===== src/rtl/bank_xlate_pkg.sv =====
package bank_xlate_pkg;
  typedef enum logic [1:0] {
    SEL_BND   = 2'd0,
    SEL_BBASE = 2'd1,
    SEL_CBASE = 2'd2,
    SEL_NONE  = 2'd3
  } cfg_sel_e;

  localparam int unsigned NUM_RELOC = 2;
  localparam int unsigned RELOC_BANK = 0;
  localparam int unsigned RELOC_HIGH = 1;
endpackage


===== src/rtl/bank_xlate_rst_sync.sv =====
module bank_xlate_rst_sync #(
  parameter int unsigned STAGES = 2
) (
  input  logic clk,
  input  logic rst_n,
  output logic rst_sync_n
);
  logic [STAGES-1:0] sync_q;
  logic [STAGES-1:0] sync_d;

  always_comb begin
    sync_d = {sync_q[STAGES-2:0], 1'b1};
  end

  always_ff @(posedge clk or negedge rst_n) begin
    if (!rst_n) sync_q <= '0;
    else        sync_q <= sync_d;
  end

  assign rst_sync_n = sync_q[STAGES-1];
endmodule


===== src/rtl/bank_xlate_cfg.sv =====
module bank_xlate_cfg
  import bank_xlate_pkg::*;
#(
  parameter int unsigned LPAGE_W = 4,
  parameter int unsigned PPAGE_W = 8,
  localparam int unsigned DATA_W = PPAGE_W,
  localparam int unsigned BND_W  = 2 * LPAGE_W
) (
  input  logic              clk,
  input  logic              rst_n,
  input  logic              we,
  input  logic [1:0]        sel,
  input  logic [DATA_W-1:0] wdata,
  input  logic [1:0]        rsel,
  output logic [DATA_W-1:0] rdata,
  output logic [BND_W-1:0]  bnd_q,
  output logic [PPAGE_W-1:0] bbase_q,
  output logic [PPAGE_W-1:0] cbase_q
);
  logic               bnd_en, bbase_en, cbase_en;
  logic [BND_W-1:0]   bnd_d;
  logic [PPAGE_W-1:0] bbase_d, cbase_d;

  always_comb begin
    bnd_en   = we && (cfg_sel_e'(sel) == SEL_BND);
    bbase_en = we && (cfg_sel_e'(sel) == SEL_BBASE);
    cbase_en = we && (cfg_sel_e'(sel) == SEL_CBASE);
    bnd_d    = wdata[BND_W-1:0];
    bbase_d  = wdata[PPAGE_W-1:0];
    cbase_d  = wdata[PPAGE_W-1:0];
  end

  always_ff @(posedge clk or negedge rst_n) begin
    if (!rst_n) begin
      bnd_q   <= '1;
      bbase_q <= '0;
      cbase_q <= '0;
    end else begin
      if (bnd_en)   bnd_q   <= bnd_d;
      if (bbase_en) bbase_q <= bbase_d;
      if (cbase_en) cbase_q <= cbase_d;
    end
  end

  always_comb begin
    unique case (cfg_sel_e'(rsel))
      SEL_BND:   rdata = DATA_W'(bnd_q);
      SEL_BBASE: rdata = bbase_q;
      SEL_CBASE: rdata = cbase_q;
      default:   rdata = '0;
    endcase
  end
endmodule


===== src/rtl/bank_xlate_map.sv =====
module bank_xlate_map
  import bank_xlate_pkg::*;
#(
  parameter int unsigned LPAGE_W = 4,
  parameter int unsigned PPAGE_W = 8,
  parameter int unsigned OFS_W   = 12,
  localparam int unsigned LOG_W  = LPAGE_W + OFS_W,
  localparam int unsigned PHYS_W = PPAGE_W + OFS_W
) (
  input  logic [LOG_W-1:0]     lg_addr,
  input  logic [2*LPAGE_W-1:0] bnd,
  input  logic [PPAGE_W-1:0]   bbase,
  input  logic [PPAGE_W-1:0]   cbase,
  output logic [PHYS_W-1:0]    ph_addr
);
  logic [LPAGE_W-1:0] page;
  logic [LPAGE_W-1:0] bank_start, high_start;
  logic [PPAGE_W-1:0] page_ext;
  logic [PPAGE_W-1:0] base   [NUM_RELOC];
  logic [PPAGE_W-1:0] reloc  [NUM_RELOC];
  logic               in_bank, in_high;
  logic [PPAGE_W-1:0] ppage;

  assign page       = lg_addr[LOG_W-1:OFS_W];
  assign bank_start = bnd[LPAGE_W-1:0];
  assign high_start = bnd[2*LPAGE_W-1:LPAGE_W];
  assign page_ext   = {{(PPAGE_W-LPAGE_W){1'b0}}, page};
  assign base[RELOC_BANK] = bbase;
  assign base[RELOC_HIGH] = cbase;

  for (genvar i = 0; i < NUM_RELOC; i++) begin : g_reloc
    assign reloc[i] = page_ext + base[i];
  end

  always_comb begin
    in_high = (page >= high_start);
    in_bank = (page >= bank_start);
    if (in_high)      ppage = reloc[RELOC_HIGH];
    else if (in_bank) ppage = reloc[RELOC_BANK];
    else              ppage = page_ext;
  end

  assign ph_addr = {ppage, lg_addr[OFS_W-1:0]};
endmodule


===== src/rtl/bank_xlate.sv =====
module bank_xlate #(
  parameter int unsigned LPAGE_W = 4,
  parameter int unsigned PPAGE_W = 8,
  parameter int unsigned OFS_W   = 12,
  localparam int unsigned LOG_W  = LPAGE_W + OFS_W,
  localparam int unsigned PHYS_W = PPAGE_W + OFS_W,
  localparam int unsigned DATA_W = PPAGE_W
) (
  input  logic              clk,
  input  logic              rst_n,
  input  logic              cfg_we,
  input  logic [1:0]        cfg_sel,
  input  logic [DATA_W-1:0] cfg_wdata,
  input  logic [1:0]        cfg_rsel,
  output logic [DATA_W-1:0] cfg_rdata,
  input  logic [LOG_W-1:0]  lg_addr,
  output logic [PHYS_W-1:0] ph_addr
);
  logic                 rst_sync_n;
  logic [2*LPAGE_W-1:0] bnd_q;
  logic [PPAGE_W-1:0]   bbase_q, cbase_q;

  bank_xlate_rst_sync #(.STAGES(2)) u_rst (
    .clk        (clk),
    .rst_n      (rst_n),
    .rst_sync_n (rst_sync_n)
  );

  bank_xlate_cfg #(.LPAGE_W(LPAGE_W), .PPAGE_W(PPAGE_W)) u_cfg (
    .clk     (clk),
    .rst_n   (rst_sync_n),
    .we      (cfg_we),
    .sel     (cfg_sel),
    .wdata   (cfg_wdata),
    .rsel    (cfg_rsel),
    .rdata   (cfg_rdata),
    .bnd_q   (bnd_q),
    .bbase_q (bbase_q),
    .cbase_q (cbase_q)
  );

  bank_xlate_map #(.LPAGE_W(LPAGE_W), .PPAGE_W(PPAGE_W), .OFS_W(OFS_W)) u_map (
    .lg_addr (lg_addr),
    .bnd     (bnd_q),
    .bbase   (bbase_q),
    .cbase   (cbase_q),
    .ph_addr (ph_addr)
  );
endmodule


===== config.mk =====
export PLATFORM = sky130hd
export DESIGN_NAME = bank_xlate
export DESIGN_NICKNAME = d
export VERILOG_FILES = /design/src/rtl/bank_xlate_pkg.sv /design/src/rtl/bank_xlate_rst_sync.sv /design/src/rtl/bank_xlate_cfg.sv /design/src/rtl/bank_xlate_map.sv /design/src/rtl/bank_xlate.sv
export SDC_FILE = /design/constraint.sdc
export NUM_CORES = 1
export LEC_CHECK = 0
export BUFFER_PORTS_ARGS = -buffer_cell sky130_fd_sc_hd__buf_2
export CORE_ASPECT_RATIO = 1.25
export CORE_MARGIN = 8
export CORE_UTILIZATION = 47
export CTS_CLUSTER_DIAMETER = 80
export DETAILED_ROUTE_END_ITERATION = 7
export GPL_TIMING_DRIVEN = 0
export PLACE_DENSITY = 0.73
export SETUP_SLACK_MARGIN = 0.02
export SLEW_MARGIN = 20
export SYNTH_ARGS = -nofsm -noshare
export SYNTH_HDL_FRONTEND = slang
export SYNTH_SLANG_ARGS = --single-unit
export TNS_END_PERCENT = 10

===== constraint.sdc =====
create_clock -name clk -period 2.2 [get_ports clk]
set_input_delay 0.33 -clock clk [delete_from_list [all_inputs] [get_ports clk]]
set_output_delay 0.33 -clock clk [all_outputs]
set_load 0.05 [all_outputs]

# Word level (Yosys, flattened, before mapping)
# Index checks and enable logic that the tools add are counted.
dict set report totals {
  regBits 26
  in_bits 31
  elab_cells 20
}
dict set report op_classes {
  add_sub_neg 2
  n_lt_le_gt_ge 2
  eq_ne 4
  muxes 3
  n_reduce_logical 5
}
# cell count
set ops {}
lappend ops {{$pmux W8 S3} 1}
lappend ops {{$add A4 B8 Y8} 2}
lappend ops {{$mux W8} 2}
lappend ops {{$ge A4 B4 Y1} 2}
lappend ops {{$eq A2 B1 Y1 const B} 2}
lappend ops {{$eq A2 B2 Y1 const B} 2}
lappend ops {{$logic_not A2 Y1} 2}
lappend ops {{$logic_and A1 B1 Y1} 3}

# Depth between registers and ports, before layout
# Gate-level depths: netlist of run 1.
dict set report logic_depth {
  word_depth 3
  ltp_mapped 8
  ltp_nobuf 8
}

# Hierarchy
# A second synthesis of run 1 with hierarchy kept.
dict set report unflattened {
  cells_unflattened 180
  area_unflattened_um2 1978.1
}
# module instances cells_per_inst area_per_inst_um2 seq_area_each_um2
set modules_own_cells {}
lappend modules_own_cells {bank_xlate_cfg 1 71 1093.5 610.6}
lappend modules_own_cells {bank_xlate_map 1 106 830.8 0.0}
lappend modules_own_cells {bank_xlate_rst_sync 1 3 53.8 50.0}

# Worst setup path before layout of run 1
# OpenSTA, ideal clock, no wires.
dict set report synth_timing {
  path_type {flip-flop to output port}
  start {register u_cfg.bbase_q[0]}
  end {output port ph_addr[16]}
  t_arrival_ns 2.535
  required_ns 1.870
  path_slack_ns -0.665
  stages_incl_launch_ff 9
  path_buffers 0
  path_cell_list {dfrtp_1 ha_1 inv_1 fa_1 nand2b_1 nand2b_1 a21oi_1 xor2_1 o31ai_1}
}
dict set report synth_via {
  elab_chain_len 3
}
# element line
set synth_lines {}
lappend synth_lines {{from (decl)} bank_xlate_cfg.sv:17} ;# output logic [PPAGE_W-1:0] bbase_q,
lappend synth_lines {{from (signal assigned)} bank_xlate_cfg.sv:40} ;# if (bbase_en) bbase_q <= bbase_d;
lappend synth_lines {{$add A4 B8 Y8} bank_xlate_map.sv:32} ;# assign reloc[i] = page_ext + base[i];
lappend synth_lines {{$mux W8} bank_xlate_map.sv:39} ;# else if (in_bank) ppage = reloc[RELOC_BANK];
lappend synth_lines {{$mux W8} bank_xlate_map.sv:38} ;# if (in_high) ppage = reloc[RELOC_HIGH];
lappend synth_lines {{to (decl)} bank_xlate.sv:17} ;# output logic [PHYS_W-1:0] ph_addr
# No other way between the ends.

# Worst setup path after layout of run 1
dict set report layout_timing {
  start {register u_cfg.bnd_q[0]}
  end {output port ph_addr[13]}
}
dict set report layout_via {
  elab_chain_len 3
}
# element line
set layout_lines {}
lappend layout_lines {{from (decl)} bank_xlate_cfg.sv:16} ;# output logic [BND_W-1:0] bnd_q,
lappend layout_lines {{from (signal assigned)} bank_xlate_cfg.sv:39} ;# if (bnd_en) bnd_q <= bnd_d;
lappend layout_lines {{$ge A4 B4 Y1} bank_xlate_map.sv:37} ;# in_bank = (page >= bank_start);
lappend layout_lines {{$mux W8} bank_xlate_map.sv:39}
lappend layout_lines {{$mux W8} bank_xlate_map.sv:38}
# No other way between the ends.

==> results.md, run 1 <==
* R2R setup slack at 1.22 ns
* Initial DRC Count at 34
* CP startpoint kind: register
* Cells after Synth at 194
* IO Pins at 59
* Worst EP required at 1.87 ns
* Residual DRC at 0
* TritonRoute pass-1 iters at 4
* Critical Path End: ph_addr[13]
* Die height at 87.89 um
* Fin nets at 298
* Reg-to-reg endpoint: u_cfg.cbase_q[6]
* Pins Over Slew Limit at 0
* Routed WL at 4535 um
* Root Driver: clkbuf_8
* Crit path kind: reg -> out
* Wire per inst at 14.92 um
* RSZ-0062 raised after global routing: yes
* Core Area at 4034 sq um
* Hold slack at 0.2913 ns
* Top sig layer: met4
* Ant diodes at 0
* Post-route minimum period at 2.664 ns
* CP endpoint kind: output pin
* R2R cell count at 0
* Post-synthesis cell area at 1943 sq um
* Initial antenna violation count at 0
* Die W at 73.51 um
* Vias in the first global route at 1,594
* Wl on met1 at 1817 um
* Arrival time of the worst setup path at 2.33 ns
* Dpl cell area at 2318 sq um
* Main synth FF type: dfrtp_1
* CTS Sinks at 26
* Largest net degree at the start of global routing at 25
* Fmax at 375.3 MHz
* First-pass GRT wire length at 7369 um
* Worst-path clk slew at 0.09 ns
* Synth Area per Inst at 10.02 sq um
* Final hold violations at 0
* Async S/R FF share, synth at 100.0%
* Tightest Pin Transition at 0.9524 ns
* TritonCTS buffer count at 3
* GPL Wtd Cong at 0.8196
* Status: complete, but fails checks
* CTS tree: yes
* DR vias at 1,599
* Die ar. at 6461 sq um
* Gr usage total at 14.46%
* ANT nets after route at 0
* Number of buffers added on ports at 45
* Leakage at 1.141 nW
* Failing checks: setup timing
* Routed wl met3 at 245 um
* Setup crit start: u_cfg.bnd_q[0]
* Worst R2R Start: u_rst.sync_q[1]
* Mapped Nets at 243
* Relative slew slack at 36.51%
* Bufs on Longest Clock Path at 2
* H-tree Lvls at 1
* DP Cell Count at 295
* Routed vias/inst at 5.260
* Finished Layout Cells at 304
* Gr ovfl total at 0
* Post-synth top area share at 23.18%
* Max_cap viols at 0
* Distinct cells, synth at 38
* Fin crit share at 121.1%
* Register area share after synthesis at 34.00%
* Layout area overhead at 27.24%
* Cell Pwr Density at 908.1 nW/um^2
* Met2 routed WL at 2397 um
* Number of flops mapped to enable cells by yosys at 0
* Row cnt at 26
* Layout Skew at 0.003558 ns
* Number of setup violations in the final report at 8
* Crit Path Max Fanout at 5
* Peak supply drop at 444.9 uV
* Syn. warnings at 0
* Design area at 2472 sq um
* Hold crit path type: in -> reg
* Seq cells post-synth at 26
* Fillers at 368
* Synth area leader: dfrtp_1
* HPWL after detailed placement at 3742 um
* Area contributors post-synth: dfrtp_1 23%, dfstp_2 11%, mux2_2 10%, ha_1 10%, mux2i_1 6.2%
* Starting Density at 48.17%
* Share of cells above drive strength 1 at 46.37%
* Setup ws final at -0.4642 ns
* Clock Latency Late Sink at 0.27 ns
-- synthesized netlist by cell type (2+ instances only) --
cell	count
dfrtp_1	18
mux2_2	18
o21ai_0	18
nand2_1	17
ha_1	16
buf_4	12
inv_1	12
mux2i_1	12
dfstp_2	8
xnor2_1	7
nor2_1	6
a21oi_1	5
buf_2	3
nand2b_1	3
o211ai_1	3
xor2_1	3
a211oi_1	2
a21o_1	2
fa_1	2
nand3b_1	2
nor2b_1	2
nor3_1	2
nor3b_1	2
o2111ai_1	2
o21a_1	2
o21ai_2	2
o2bb2ai_1	2
-- how the worst min path moves through the flow --
stage | endpoint | cells after the start | from | slack, ns
after floorplan | u_rst.sync_q[0] | 0 | rst_n | 0.03
after CTS | u_cfg.bnd_q[2] | 3 | cfg_wdata[2] | 0.28
final | u_cfg.bnd_q[3] | 3 | cfg_wdata[3] | 0.29
after global routing | u_cfg.bnd_q[3] | 3 | cfg_wdata[3] | 0.29
after detailed placement | u_rst.sync_q[1] | 1 | rst_n | 0.12
after global placement | u_rst.sync_q[0] | 1 | rst_n | 0.12
-- layer usage --
layer | up-vias | global-route usage, %
li1 | 785 | -
met1 | 769 | 16.20
met2 | 39 | 26.01
met3 | 6 | 3.093
met4 | 0 | 4.918
met5 | - | 0
-- placed cells by master (no fill, tap or decap), types with 2 or more instances in the layout --
cell       instances
nand3b_1           2
nor2_1             5
o2bb2ai_2          2
buf_2             40
mux2_2            18
ha_2               2
nor3_1             2
a21o_1             2
ha_1              12
a211oi_1           2
mux2i_4            2
ha_4               2
o21a_1             2
o211ai_1           3
nand2_1           17
o21ai_2            3
buf_6              5
nand2b_1           3
dfstp_2            8
mux2i_1           10
o2111ai_1          2
xnor2_1            7
inv_1             11
buf_4             19
clkbuf_8           4
dfrtp_1           18
a21oi_1            4
xor2_1             3
nor3b_1            2
o21ai_0           17
-- final cells by class --
cell class | count | area, sq um | share of cell area [%]
clock buffers | 4 | 55.05 | 2.227
repair buffers | 50 | 301.5 | 12.20
inverters | 12 | 45.04 | 1.822
flip-flops and latches | 26 | 660.6 | 26.72
multi-input cells | 140 | 1229 | 49.70
plain buffers | 16 | 111.4 | 4.504
well taps | 56 | 70.07 | 2.834
-- sequential cells by signal (all words and copies together), names as in the netlist --
name and count:
u_cfg.cbase_q 8, u_cfg.bnd_q 8, u_cfg.bbase_q 8, u_rst.sync_q 2
-- repair_timing --
| item | CTS | global route |
|---|---|---|
| setup buffers | 3 | 1 |
| hold endpoints to repair | 2 | 0 |
| resized for setup | 17 | 3 |
| hold buffers | 1 | 0 |
| endpoints found under the setup margin | 8 | 8 |
| pin swaps | 2 | 1 |
-- power breakdown --
group          switching [mW]  total, mW  internal, mW
Sequential             0.0948      0.674         0.580
Combinational           0.750       1.27         0.519
Clock                   0.142      0.302         0.160
-- logic make-up (layout without fill, tap and decap cells) --
group / Yosys count / count (layout) / share of synthesized area (%)
fa+ha+maj: 18 / 18 / 12.36
flops: 26 / 26 / 34.00
compound gates: 41 / 41 / 13.52
mux: 31 / 31 / 17.19
xor+xnor: 10 / 10 / 4.508
simple gates: 39 / 39 / 10.30
buf+inv: 28 / 82 / 7.920
other cells: 1 / 1 / 0.1930
-- through the flow --
stage	TNS [ns]	worst slack, ns	utilization (%)	power [mW]
3_3_place_gp	-2.491	-0.3900	57.48	1.816
4_1_cts	-2.923	-0.4804	60.89	2.252
3_5_place_dp	-2.631	-0.4125	57.48	1.842
5_1_grt	-3.607	-0.5361	61.29	2.380
2_1_floorplan	-0.5749	-0.2001	-	1.605
6_report	-2.901	-0.4642	61.29	2.245
-- critical path: stages (launching register included) --
cell      delay [ns]
dfstp_2         0.57
ha_4            0.20
nand2b_4        0.13
a2111o_1        0.41
nand2_4         0.12
mux2_4          0.31
mux2i_4         0.14
buf_6           0.18
No activity file was read; power rests on OpenSTA's default activity.
==> run 2: changes to the inputs <==
Settings changed: REMOVE_ABC_BUFFERS set to 1.
==> results.md, run 2 (synthesis gave the netlist of run 1 again) <==
* DP Cell Count at 270
* Critical Path Stages at 7
* Arrival time of the worst setup path at 2.34 ns
* Gr ovfl total at 0
* HPWL after detailed placement at 3571 um
* TritonRoute pass-1 iters at 4
* Pint at 1.201 mW
* Final hold violations at 0
* Vias in the first global route at 1,539
* Number of buffers added on ports at 34
* Crit path kind: reg -> out
* Seq pwr share at 31.9%
* Switching Share at 43.29%
* Die W at 73.51 um
* Root Driver: clkbuf_8
* Finished Layout Cells at 280
* GPL Wtd Cong at 0.8191
* Cell Pwr Density at 927.2 nW/um^2
* CTS tree: yes
* Biggest regs: u_cfg.bbase_q (8), u_cfg.bnd_q (8), u_cfg.cbase_q (8)
* Fin nets at 274
* Crit Path Max Fanout at 3
* R2R cell count at 1
* Die ar. at 6461 sq um
* CP peak stage delay at 0.57 ns
* TritonCTS buffer count at 3
* H-tree Lvls at 1
* CP endpoint kind: output pin
* Setup ws final at -0.4719 ns
* Clock power frac at 14.6%
* Most frequent cells in the layout: 26 x buf_2, 18 x mux2_2, 17 x nand2_1, 17 x o21ai_0, 17 x dfrtp_1
* First-pass GRT wire length at 7417 um
* Hold crit path type: reg -> async
* Status: complete, but fails checks
* RSZ-0062 raised after global routing: yes
* Commonest non-fill, non-tap cell in the layout: buf_2
* Bufs on Longest Clock Path at 2
* Share of cells above drive strength 1 at 39.29%
* Initial antenna violation count at 0
* Tightest Pin Transition at 0.6219 ns
* Clock Latency Late Sink at 0.27 ns
* Residual DRC at 0
* Initial DRC Count at 73
* DR vias at 1,517
* Worst-path clk slew at 0.09 ns
* Leakage at 1.043 nW
* Row cnt at 26
* Pins Over Slew Limit at 0
* Number of setup violations in the final report at 8
* Wire per inst at 16.39 um
* Starting Density at 48.17%
* Worst EP required at 1.87 ns
* Layout area overhead at 17.58%
* Fmax at 374.3 MHz
* Fin crit share at 121.4%
* Relative slew slack at 58.45%
* Routed WL at 4588 um
* Core Area at 4034 sq um
* Critical-path cell list: ha_4 -> nand2b_4 -> a2111o_1 -> nand2_4 -> mux2_4 -> mux2i_1 -> buf_4
* Failing checks: setup timing
* CTS Sinks at 26
* Die height at 87.89 um
* Post-route minimum period at 2.672 ns
* ANT nets after route at 0
* Layout Skew at 0.004774 ns
* WP buf/inv at 1
* Combinational Power Share at 53.5%
* Largest net degree at the start of global routing at 25
* Crit path max-delay family: flip-flops
* IO Pins at 59
* Power Total at 2.118 mW
* Slowest CP cell: dfstp_2
* Total net switching power at 917.1 uW
* Ant diodes at 0
* Routed vias/inst at 5.418
* CP startpoint kind: register
* Peak supply drop at 387.8 uV
* Max_cap viols at 0
* Gr usage total at 14.66%
-- run 2: repair_timing --
action / 4_1_cts / 5_1_grt
buffers inserted: 5 / 0
hold buffers: 1 / 0
pin swaps: 3 / 2
resized for setup: 22 / 0
setup endpoints to repair: 8 / 8
endpoints found under the hold margin: 2 / 0
-- run 2: path summary, 6_finish.rpt --
path	start	end	slack (ns)
max	u_cfg.bnd_q[0]	ph_addr[13]	-0.47
min	u_rst.sync_q[1]	u_cfg.bbase_q[3]	0.25
max reg2reg	u_cfg.cbase_q[4]	u_cfg.cbase_q[4]	1.34
min reg2reg	u_rst.sync_q[1]	u_cfg.bbase_q[3]	0.25
max in group asynchronous	u_rst.sync_q[1]	u_cfg.bnd_q[2]	1.59
min in group clk	cfg_wdata[6]	u_cfg.bnd_q[6]	0.28
-- run 2: layer usage --
| layer | share of wire, % | global-route usage (%) |
|---|---|---|
| met2 | 52 | 25.77 |
| met1 | 41 | 16.30 |
| met3 | 5.7 | 4.009 |
| met5 | 0 | 0 |
| met4 | 1.2 | 5.282 |
-- run 2: area by class of cell --
class	instances	area, sq um
tap	56	70.07
multi-input combinational	140	1185
fill	384	1749
sequential	26	661.9
timing repair buffer	42	267.8
clock buffer	4	55.05
inverter	12	45.04
-- run 2: power by group through the flow --
stage	Sequential, mW	Clock (mW)	Combinational, mW
after floorplan	0.649	0	0.793
after global placement	0.677	0	0.969
after detailed placement	0.682	0	1.00
after CTS	0.674	0.313	1.14
after global routing	0.690	0.338	1.22
final	0.676	0.309	1.13
-- run 2: per-stage QoR --
step           utilization [%]  worst slack [ns]  hold WS, ns  cell area (sq um)  TNS, ns
2_1_floorplan                -           -0.8852      0.03441               1834   -5.183
3_3_place_gp             51.43           -0.9353       0.1150               2074   -7.322
3_5_place_dp             51.92           -0.4114       0.1194               2095   -1.938
4_1_cts                  56.61           -0.4671       0.2879               2283   -3.071
5_1_grt                  56.64           -0.5826       0.2883               2285   -4.027
6_report                 56.64           -0.4719       0.2472               2285   -3.139
==> run 3: changes to the inputs <==
Settings changed: CORE_UTILIZATION 47 to 35, PLACE_DENSITY 0.73 to 0.56.
==> results.md, run 3 (synthesis gave the netlist of run 1 again) <==
* R2R cell count at 0
* Slowest CP cell: dfstp_2
* Commonest non-fill, non-tap cell in the layout: buf_2
* H-tree Lvls at 1
* R2R setup slack at 1.19 ns
* DR vias at 1,484
* Met1 Track Usage GR at 13.93%
* Fin nets at 274
* Die height at 99.31 um
* CTS tree: yes
* Crit path kind: reg -> out
* GPL Wtd Cong at 0.7780
* Wire per inst at 16.32 um
* Dpl cell area at 2105 sq um
* Clock Latency Late Sink at 0.27 ns
* Worst EP required at 1.87 ns
* Number of setup violations in the final report at 8
* Most frequent cells in the layout: 26 x buf_2, 18 x mux2_2, 18 x dfrtp_1, 17 x nand2_1, 17 x o21ai_0
* Critical-path cell list: ha_4 -> nand2b_4 -> a2111o_1 -> nand2_4 -> mux2_4 -> mux2i_1 -> buf_4
* Peak supply drop at 293.8 uV
* Hold path endpoint: u_cfg.bnd_q[1]
* Share of cells above drive strength 1 at 42.86%
* Status: complete, but fails checks
* RSZ-0062 raised after global routing: yes
* Reg-to-reg endpoint: u_cfg.cbase_q[5]
* Row cnt at 30
* Max_cap viols at 0
* Final hold violations at 0
* Layout area overhead at 21.06%
* Routed WL at 4699 um
* Worst R2R Start: u_rst.sync_q[1]
* Fillers at 536
* Number of buffers added on ports at 34
* Hold crit path type: in -> reg
* Crit Path Max Fanout at 3
* Fin crit share at 120.4%
* Vias in the first global route at 1,564
* Bufs on Longest Clock Path at 2
* Residual DRC at 0
* Arrival time of the worst setup path at 2.32 ns
* Hold_sp: cfg_wdata[1]
* Setup_tns at -2.781 ns
* CP peak stage delay at 0.56 ns
* HPWL after detailed placement at 3716 um
* Fmax at 377.7 MHz
* Failing checks: setup timing
* Die W at 82.65 um
* IO Pins at 59
* Tightest Pin Transition at 0.9867 ns
* Post-route minimum period at 2.648 ns
* Die ar. at 8207 sq um
* Gr usage total at 12.03%
* Layout Skew at 0.0007250 ns
* Root Driver: clkbuf_8
* CP startpoint kind: register
* Met3 usage at 3.610%
* Leakage at 1.053 nW
* Ant diodes at 0
* TritonRoute pass-1 iters at 3
* Largest net degree at the start of global routing at 25
* Initial antenna violation count at 0
* Initial DRC Count at 37
* Core Area at 5405 sq um
* Pins Over Slew Limit at 0
* Setup ws final at -0.4478 ns
* GR peak layer: met2
* Biggest regs: u_cfg.bbase_q (8), u_cfg.bnd_q (8), u_cfg.cbase_q (8)
* Relative slew slack at 34.22%
* Design area at 2352 sq um
* TritonCTS buffer count at 3
* CTS Sinks at 26
* Worst-path clk slew at 0.09 ns
* M2 GR Usage at 19.72%
* Cell Pwr Density at 919.4 nW/um^2
* Starting Density at 35.95%
* CP endpoint kind: output pin
* Routed vias/inst at 5.153
* Gr ovfl total at 0
* ANT nets after route at 0
* Hold path cells at 3
* First-pass GRT wire length at 7624 um
## run 3: cell counts in the layout (fill, tap and decap cells not counted)
Identical to the previous run, type by type.
## run 3: worst max-delay path by stage
stage / startpoint / to / slack, ns
2_1_floorplan: u_cfg.bnd_q[4] / ph_addr[16] / -0.89
5_1_grt: u_cfg.bnd_q[0] / ph_addr[13] / -0.53
3_5_place_dp: lg_addr[12] / ph_addr[13] / -0.41
4_1_cts: u_cfg.bnd_q[0] / ph_addr[13] / -0.45
3_3_place_gp: lg_addr[12] / ph_addr[16] / -1.01
6_report: u_cfg.bnd_q[0] / ph_addr[13] / -0.45
## run 3: where the power goes
group	switching, mW	internal, mW	leakage, nW	total, mW
Combinational	0.688	0.489	0.728	1.18
Sequential	0.0926	0.580	0.297	0.672
Clock	0.154	0.160	0.0288	0.314
Total	0.934	1.23	1.05	2.16
## run 3: layout make-up
type	count	area, sq um	share of cell area [%]
Clock buffer	4	55.05	2.340
Tap cell	64	80.08	3.404
Timing Repair Buffer	42	267.8	11.38
Sequential cell	26	660.6	28.09
Multi-Input combinational cell	140	1244	52.87
Inverter	12	45.04	1.915
## run 3: repair_timing
action                     4_1_cts  5_1_grt
hold endpoints to repair         2        0
setup endpoints to repair        8        8
resized for setup               21       12
setup buffers                    5        0
hold buffers                     1        0
pin swaps                        3        3
## run 3: critical path: cells and delay by family, from the launching register on
family / cells / cell delay, ns
adders and majority gates: 1 / 0.20
and+or+nand+nor: 2 / 0.24
AOI/OAI and AO/OA: 1 / 0.41
muxes: 2 / 0.41
buffers and inverters: 1 / 0.21
DFF: 1 / 0.56
## run 3: per-layer routing
layer,share of wire (%),up-vias,routed length [um]
li1,-,730,-
met1,42,710,1955
met2,51,38,2375
met3,6.1,6,287
met4,1.7,0,80
met5,0,-,0
## run 3: through the flow
stage	hold WS [ns]	utilization, %	power [mW]	std cells	worst slack [ns]
final	0.2785	43.52	2.163	288	-0.4478
after global routing	0.3036	43.52	2.297	288	-0.5306
after CTS	0.2800	42.34	2.122	288	-0.4485
after detailed placement	0.1194	38.94	1.685	278	-0.4144
after global placement	0.1147	38.56	1.661	276	-1.006
after floorplan	0.03441	-	1.442	178	-0.8852
